`config.mk`:
```
export PLATFORM = sky130hd
export DESIGN_NAME = dll_init_seq
export DESIGN_NICKNAME = d
export VERILOG_FILES = /design/src/rtl/dll_init_pkg.sv /design/src/rtl/dll_init_count.sv /design/src/rtl/dll_init_ctrl.sv /design/src/rtl/dll_init_seq.sv
export SDC_FILE = /design/constraint.sdc
export NUM_CORES = 1
export LEC_CHECK = 0
export BUFFER_PORTS_ARGS = -buffer_cell sky130_fd_sc_hd__buf_2
export CAP_MARGIN = 20
export CORE_MARGIN = 2
export CORE_UTILIZATION = 47
export CTS_CLUSTER_SIZE = 40
export DETAILED_ROUTE_END_ITERATION = 7
export GPL_ROUTABILITY_DRIVEN = 0
export PLACE_DENSITY_LB_ADDON = 0.15
export SYNTH_ARGS = -nofsm -noshare
export SYNTH_HDL_FRONTEND = slang
export SYNTH_SLANG_ARGS = --single-unit
```
`constraint.sdc`:
```
create_clock -name clk -period 2.9 [get_ports clk]
set_input_delay 0.29 -clock clk [delete_from_list [all_inputs] [get_ports clk]]
set_output_delay 0.29 -clock clk [all_outputs]
set_load 0.005 [all_outputs]
```
`src/rtl/dll_init_pkg.sv`:
```
package dll_init_pkg;

  typedef enum logic [2:0] {
    S_IDLE,
    S_PULSE,
    S_STOP,
    S_LOCK,
    S_INIT,
    S_READY
  } seqState_t;

  // index of each counted phase in the terminal-flag vector
  localparam int PH_PULSE = 0;
  localparam int PH_STOP  = 1;
  localparam int PH_LOCK  = 2;
  localparam int PH_INIT  = 3;
  localparam int PH_COUNT = 4;

  localparam logic LAT_ONE      = 1'b0;
  localparam logic LAT_ONE_HALF = 1'b1;

  typedef struct packed {
    logic clear;
    logic run;
  } cntCtrl_t;

endpackage

```
`src/rtl/dll_init_count.sv`:
```
module dll_init_count
  import dll_init_pkg::*;
#(
  parameter int PULSE_CYCLES = 4,
  parameter int STOP_CYCLES  = 6,
  parameter int LOCK_CYCLES  = 2048,
  parameter int INIT_CYCLES  = 16
) (
  input  logic                clk,
  input  logic                rstN,
  input  cntCtrl_t            ctl,
  output logic [PH_COUNT-1:0] phaseDone
);

  localparam int MAX_A   = (PULSE_CYCLES > STOP_CYCLES) ? PULSE_CYCLES : STOP_CYCLES;
  localparam int MAX_B   = (LOCK_CYCLES > INIT_CYCLES) ? LOCK_CYCLES : INIT_CYCLES;
  localparam int MAX_LIM = (MAX_A > MAX_B) ? MAX_A : MAX_B;
  localparam int CNT_W   = $clog2(MAX_LIM + 1);

  logic [CNT_W-1:0] cnt;

  always_ff @(posedge clk or negedge rstN) begin
    if (!rstN)          cnt <= '0;
    else if (ctl.clear) cnt <= '0;
    else if (ctl.run)   cnt <= cnt + 1'b1;
  end

  for (genvar i = 0; i < PH_COUNT; i++) begin : g_done
    localparam int LIM = (i == PH_PULSE) ? PULSE_CYCLES :
                         (i == PH_STOP)  ? STOP_CYCLES  :
                         (i == PH_LOCK)  ? LOCK_CYCLES  : INIT_CYCLES;
    assign phaseDone[i] = (cnt == CNT_W'(LIM - 1));
  end

  // the phase counter never runs past the longest phase
  p_no_overflow_r4: assert property (@(posedge clk) disable iff (!rstN)
    cnt < CNT_W'(MAX_LIM));

endmodule

```
`src/rtl/dll_init_ctrl.sv`:
```
module dll_init_ctrl
  import dll_init_pkg::*;
#(
  parameter int   LOCK_CYCLES = 2048,
  parameter logic BYPASS_OK   = 1'b0
) (
  input  logic                clk,
  input  logic                rstN,
  input  logic                powerGood,
  input  logic                clockStable,
  input  logic                freqChangeReq,
  input  logic                bypassReq,
  input  logic                stopMethodSel,
  input  logic [PH_COUNT-1:0] phaseDone,
  output cntCtrl_t            ctl,
  output logic                dllOffN,
  output logic                memClkEn,
  output logic                ready,
  output logic                latencyMode
);

  seqState_t state, stateNext, startState;
  logic supplyOk, restart, bypassUse, bypassLat;

  always_comb begin
    supplyOk   = powerGood && clockStable;
    restart    = supplyOk && ((state == S_IDLE) || freqChangeReq);
    bypassUse  = bypassReq && BYPASS_OK;
    startState = bypassUse ? S_INIT : (stopMethodSel ? S_STOP : S_PULSE);
    stateNext  = state;
    if (!supplyOk)    stateNext = S_IDLE;
    else if (restart) stateNext = startState;
    else begin
      case (state)
        S_PULSE: if (phaseDone[PH_PULSE]) stateNext = S_LOCK;
        S_STOP:  if (phaseDone[PH_STOP])  stateNext = S_LOCK;
        S_LOCK:  if (phaseDone[PH_LOCK])  stateNext = S_READY;
        S_INIT:  if (phaseDone[PH_INIT])  stateNext = S_READY;
        default: stateNext = state;
      endcase
    end
    ctl.clear = restart || (stateNext != state);
    ctl.run   = (state != S_IDLE) && (state != S_READY);
  end

  always_ff @(posedge clk or negedge rstN) begin
    if (!rstN) begin
      state     <= S_IDLE;
      bypassLat <= 1'b0;
    end else begin
      state <= stateNext;
      if (restart) bypassLat <= bypassUse;
    end
  end

  always_comb begin
    dllOffN     = (state == S_STOP) || (state == S_LOCK) ||
                  ((state == S_READY) && !bypassLat);
    memClkEn    = (state == S_PULSE) || (state == S_LOCK) ||
                  (state == S_INIT) || (state == S_READY);
    ready       = (state == S_READY);
    latencyMode = bypassLat ? LAT_ONE : LAT_ONE_HALF;
  end

  // cycles since DLL-off last rose, saturating; used by R4 check only
  localparam int SR_W = $clog2(LOCK_CYCLES + 1);
  logic [SR_W-1:0] sinceRise;
  always_ff @(posedge clk or negedge rstN) begin
    if (!rstN)                              sinceRise <= '0;
    else if (!dllOffN)                      sinceRise <= '0;
    else if (sinceRise < SR_W'(LOCK_CYCLES)) sinceRise <= sinceRise + 1'b1;
  end

  p_idle_outputs_r1: assert property (@(posedge clk) disable iff (!rstN)
    !(powerGood && clockStable) |=> (!ready && !memClkEn && !dllOffN));

  p_lock_wait_r4: assert property (@(posedge clk) disable iff (!rstN)
    ($rose(ready) && dllOffN) |-> (sinceRise >= SR_W'(LOCK_CYCLES)));

  p_bypass_dll_low_r5: assert property (@(posedge clk) disable iff (!rstN)
    (ready && !dllOffN) |-> (latencyMode == LAT_ONE));

  p_freq_drop_r7: assert property (@(posedge clk) disable iff (!rstN)
    freqChangeReq |=> !ready);

  p_mode_hold_r9: assert property (@(posedge clk) disable iff (!rstN)
    (ready && $past(ready)) |-> ($stable(latencyMode) && $stable(dllOffN)));

  if (!BYPASS_OK) begin : g_fast_clk
    p_no_bypass_r6: assert property (@(posedge clk) disable iff (!rstN)
      ready |-> (dllOffN && latencyMode == LAT_ONE_HALF));
  end

endmodule

```
`src/rtl/dll_init_seq.sv`:
```
module dll_init_seq
  import dll_init_pkg::*;
#(
  parameter int CLK_PERIOD_PS  = 5000,
  parameter int STOP_MIN_PS    = 30000,
  parameter int BYPASS_MAX_MHZ = 167,
  parameter int LOCK_CYCLES    = 2048,
  parameter int PULSE_CYCLES   = 4,
  parameter int INIT_CYCLES    = 16
) (
  input  logic clk,
  input  logic rstN,
  input  logic powerGood,
  input  logic clockStable,
  input  logic freqChangeReq,
  input  logic bypassReq,
  input  logic stopMethodSel,
  output logic dllOffN,
  output logic memClkEn,
  output logic ready,
  output logic latencyMode
);

  localparam int   STOP_CYCLES = (STOP_MIN_PS + CLK_PERIOD_PS - 1) / CLK_PERIOD_PS;
  localparam logic BYPASS_OK   = (CLK_PERIOD_PS * BYPASS_MAX_MHZ) >= 1000000;

  cntCtrl_t            ctl;
  logic [PH_COUNT-1:0] phaseDone;

  dll_init_ctrl #(
    .LOCK_CYCLES (LOCK_CYCLES),
    .BYPASS_OK   (BYPASS_OK)
  ) u_ctrl (
    .clk           (clk),
    .rstN          (rstN),
    .powerGood     (powerGood),
    .clockStable   (clockStable),
    .freqChangeReq (freqChangeReq),
    .bypassReq     (bypassReq),
    .stopMethodSel (stopMethodSel),
    .phaseDone     (phaseDone),
    .ctl           (ctl),
    .dllOffN       (dllOffN),
    .memClkEn      (memClkEn),
    .ready         (ready),
    .latencyMode   (latencyMode)
  );

  dll_init_count #(
    .PULSE_CYCLES (PULSE_CYCLES),
    .STOP_CYCLES  (STOP_CYCLES),
    .LOCK_CYCLES  (LOCK_CYCLES),
    .INIT_CYCLES  (INIT_CYCLES)
  ) u_count (
    .clk       (clk),
    .rstN      (rstN),
    .ctl       (ctl),
    .phaseDone (phaseDone)
  );

endmodule

```
# Yosys cells after proc, flatten, opt, wreduce, memory -nomap -nowiden
# Index checks and enable logic that the tools add are counted.
dict set report word_totals {
  register_bits 15
  input_bits 7
  output_inout_bits 4
  wordCells 37
}
dict set report classes {
  add_sub_neg 1
  eq_ne 11
  n_mux 10
  n_reduce_logical 13
}
# operator count
set ops {}
lappend ops {{12-bit 2-to-1 mux} 2}
lappend ops {{3-bit 2-to-1 mux} 6}
lappend ops {{12-bit by 1-bit adder with 12-bit output (second input constant)} 1}
lappend ops {{12-bit by 11-bit == test with 1-bit output (second input constant)} 1}
lappend ops {{12-bit by 2-bit == test with 1-bit output (second input constant)} 1}
lappend ops {{12-bit by 3-bit == test with 1-bit output (second input constant)} 1}
lappend ops {{12-bit by 4-bit == test with 1-bit output (second input constant)} 1}
lappend ops {{3-bit case mux with 4 select lines} 1}
lappend ops {{1-bit logical OR} 7}
lappend ops {{3-bit by 2-bit == test with 1-bit output (second input constant)} 2}
lappend ops {{3-bit == test (second input constant)} 2}
lappend ops {{3-bit by 1-bit == test with 1-bit output (second input constant)} 1}
lappend ops {{1-bit logical AND} 3}
lappend ops {{3-bit zero test} 1}
lappend ops {{3-bit != test} 1}
lappend ops {{3-bit != test (second input constant)} 1}
lappend ops {{3-bit nonzero test} 1}
lappend ops {{2-bit 2-to-1 mux} 1}
lappend ops {{2-bit nonzero test} 1}

# Depth between registers and ports, before layout
dict set report logic_depth {
  ltp_word 8
  depth_mapped 7
  mapped_depth_nobuf 7
}

# Hierarchy
# From an unflattened synthesis, not the netlist that was laid out.
dict set report hier_totals {
  cells_unflattened 110
  area_unflattened_um2 997.2
}
# mod instances cells_per_inst area_per_inst_um2 seq_area_each_um2
set modules_own_cells {}
lappend modules_own_cells {dll_init_count 1 71 678.2 300.3}
lappend modules_own_cells {dll_init_ctrl 1 39 319.1 75.1}

# Worst setup path before layout
# No wires, ideal clock.
dict set report synth_path {
  kind {register to register}
  start {reg u_count.cnt[0]}
  end {reg u_count.cnt[0]}
  setup_ns 0.096
  arrival_time_ns 1.733
  required_time_ns 2.804
  setup_slack_ns 1.071
  stages_incl_launch_ff 7
  path_buffers 0
  period_less_slack_ns 1.829
  cell_sequence {dfrtp_1 > ha_1 > and4b_4 > and3_4 > and3_1 > a211o_1 > nor4_2}
}
dict set report synth_between {
  elab_chain_cells 8
  elab_cells_between_ends 17
  cone_classes {1 x add/sub; 5 x eq/ne; 9 x mux; 2 x reduce/logical}
}
# element line
set synth_lines {}
lappend synth_lines {{start: declaration} dll_init_count.sv:20} ;# logic [CNT_W-1:0] cnt;
lappend synth_lines {{start signal: assignment} dll_init_count.sv:25} ;# else if (ctl.run) cnt <= cnt + 1'b1;
lappend synth_lines {{12-bit by 4-bit == test with 1-bit output, or another cell as far along} dll_init_count.sv:32} ;# assign phaseDone[i] = (cnt == CNT_W'(LIM - 1));
lappend synth_lines {{3-bit 2-to-1 mux (on tied branches)} -}
lappend synth_lines {{3-bit case mux with 4 select lines} dll_init_ctrl.sv:34} ;# case (state)
lappend synth_lines {{3-bit 2-to-1 mux} dll_init_ctrl.sv:32} ;# else if (restart) stateNext = startState;
lappend synth_lines {{3-bit 2-to-1 mux} dll_init_ctrl.sv:31} ;# if (!supplyOk) stateNext = S_IDLE;
lappend synth_lines {{3-bit != test} dll_init_ctrl.sv:42} ;# ctl.clear = restart || (stateNext != state);
lappend synth_lines {{1-bit logical OR} dll_init_ctrl.sv:42}
lappend synth_lines {{12-bit 2-to-1 mux / 2-bit nonzero test (equally long branches)} -}
# Several ways; a longest one is shown, not always the timed one. The select of a mux whose other input is x is not followed.
# A chain may end at the register's enable or synchronous reset.

# Worst setup path in the final report
# Ends and elaborated chain as after synthesis.

==> impl_metrics.yaml <==
status:
  status: "complete, no violations"
worst_setup_path:
  crit_type: "reg -> reg"
  rr_startpoint: "u_count.cnt[0]"
  r2r_setup_slack_ns: 0.89
  worst_r2r_endpoint: "u_count.cnt[0]"
  crit_path_end: "u_count.cnt[0]"
  crit_required_ns: 3.09
  crit_path_end_kind: "flip-flop"
  cp.arrival_ns: 2.20
  startpoint: "u_count.cnt[0]"
  start_kind: "flip-flop"
  cp_max_fo: 7
  reg2reg_depth: 6
clock_tree:
  cts_tree: "yes"
  cts.path.max_buffers: 2
  post_cts_resize_count: 0
  ctsRootBufferMaster: "clkbuf_4"
  htreeDepth: 1
  clock_latency_ns: 0.28
  cts-buffers-inserted: 3
  clk_pin_slew_ns: 0.09
  cts_sinks: 15
flow_run:
  drv_cap: 0
power_and_ir_drop:
  clkPwrFrac_pct: 29.3
  sw_frac_of_total_pct: 27.3
  pwr-share-comb_pct: 14.8
  p_seq_share_pct: 55.9
  power.internal_mw: 0.290
  p_sw_mw: 0.109
  power.density_nw_per_um2: 352
  p_leak_nw: 0.480
  ir_worst_vdd_mv: 0.202
drt:
  wirelength_um: 2020
  drc: 0
  firstDrtPassIters: 4
  drt-initial-drc-count: 13
  antenna_left: 0
  routed-via-count: 837
  vias_per_cell: 5.69
  wl_per_cell_um: 13.7
sta:
  fin_crit_sh_pct: 69.2
  layout_min_cycle_time_ns: 2.01
  max_freq_mhz: 498
  setup_viol: 0
  rsz0062_at_grt: "no"
  skew_ns: 0.00451
  finalHoldViolCount: 0
  fin_ws_ns: 0.894
  setup_tns_ns: 0
  final_max_slew_viol_count: 0
final_layout:
  syn_to_final_growth_pct: 5.59
  layout_commonest_cell: "dfrtp_1"
  nets: 129
  final_cell_mix: "dfrtp_1, nor2_1, nand2_1"
  fillCellCount: 213
  fin_area_um2: 1130
  drive_gt1_share_pct: 18.5
  num_antenna_cells: 0
  final_cell_count_no_fill: 147
placed_design:
  hpwl_um: 1490
  dp_slack_ns: 0.905
  post-place-cells: 142
  placed_cell_area_um2: 1100
  port_buffers: 8
global_route:
  grt_pass1_vias: 786
  grt_util_all_layers_pct: 18.0
  gr-total-overflow: 0
  grt_max_degree: 16
  grt_pass1_wl_um: 3640
  antenna_found_initial: 0
synthesis:
  yosys-top-cells-area: "dfrtp_1, xor2_1, nor2_1"
  ys_ff_latch: 15
  synth_edf_count: 0
  yosys.area.top_type: "dfrtp_1"
  postSynthCellCount: 114
  synthArstFlopShare_pct: 100
  syn_nets: 123
  syn_area_um2: 1070
  ys_types: 41
  yosysSeqAreaShare_pct: 35.0
  synth_top_area_share_pct: 35.0
  syn_area_per_cell_um2: 9.42
  ys.flop_type: "dfrtp_1"
  ys_warn_count: 0
floorplanning:
  core_um2: 2190
  placementRows: 17
  pin_count: 11
  die_h_um: 51.8
  die_width_um: 51.8
  initial_core_util_pct: 49.0
  dieArea_um2: 2680
worst_hold_path:
  hp-class: "in -> reg"
  hold_start: "freqChangeReq"
## worst min-delay path by stage
stage                            endpoint  slack [ns]  depth (start not counted)
after floorplan            u_count.cnt[0]      -0.006                          0
after global placement     u_count.cnt[3]        0.20                          1
after detailed placement   u_count.cnt[2]        0.21                          1
after CTS                 u_ctrl.state[2]        0.28                          2
after global routing      u_ctrl.state[2]        0.29                          2
final                     u_ctrl.state[2]        0.28                          2
## routing by layer
layer	part of all wire [%]	GRT usage (%)	up-vias
met4	1.9	7.89	0
met3	3.6	1.72	5
met1	50	25.7	394
met2	44	27.6	19
met5	0	0	-
li1	-	-	419
## per-stage QoR
step	hold WS (ns)	power [mW]	util (%)
after detailed placement	0.210	0.286	50.0
after CTS	0.279	0.405	51.7
after floorplan	-0.00559	0.272	-
final	0.284	0.399	51.7
after global placement	0.205	0.286	50.0
after global routing	0.291	0.420	51.7
## worst max-delay path, cell delays in order (launching register included)
cell	delay [ns]
dfrtp_1	0.43
ha_1	0.31
and4b_4	0.25
and3_4	0.18
and3_1	0.14
a211o_1	0.31
nor4_2	0.29
## state kept, by name, summed over array words and instances, names as in the netlist
| signal | flops |
|---|---|
| u_count.cnt | 12 |
| u_ctrl.state | 3 |
## final cells by class
| cell class | instances | area [um2] | share of cell area, % |
|---|---|---|---|
| well taps | 28 | 35.0 | 3.09 |
| clock inverters | 1 | 5.00 | 0.442 |
| flip-flops and latches | 15 | 375 | 33.1 |
| inverters | 2 | 7.51 | 0.662 |
| repair buffers | 9 | 50.0 | 4.42 |
| clock buffers | 3 | 22.5 | 1.99 |
| multi-input cells | 89 | 638 | 56.3 |
## synth_stat cells (2+ instances only)
cell,n
a211o_1,2
a31oi_1,2
and3_4,2
and4_1,2
buf_2,3
buf_4,3
dfrtp_1,15
ha_1,2
inv_1,2
nand2_1,9
nand2b_1,3
nand3_1,4
nand4_1,3
nor2_1,13
nor3_1,8
nor3b_1,3
nor4_2,3
o21ai_0,2
xnor2_1,4
xor2_1,8
## cell families after synthesis
| kind of cell | count (synthesis) | synth area share, % |
|---|---|---|
| adders and majority gates | 2 | 2.33 |
| buffers and inverters | 10 | 5.59 |
| DFF | 15 | 35.0 |
| other | 1 | 0.349 |
| AOI/OAI and AO/OA | 15 | 13.6 |
| xor gates and xnor gates | 12 | 9.79 |
| and+or+nand+nor | 59 | 33.3 |
## power groups by stage
stage          sequential (mW)  clock (mW)  combinational, mW
3_3_place_gp             0.227           0             0.0582
6_report                 0.223       0.117             0.0590
5_1_grt                  0.225       0.128             0.0668
2_1_floorplan            0.222           0             0.0493
3_5_place_dp             0.228           0             0.0588
4_1_cts                  0.223       0.121             0.0600
## repair_timing
item,4_1_cts,5_1_grt
hold buffers,1,0
hold endpoints to repair,15,0
buffers inserted,0,0
Power figures use the tool's default switching activity.
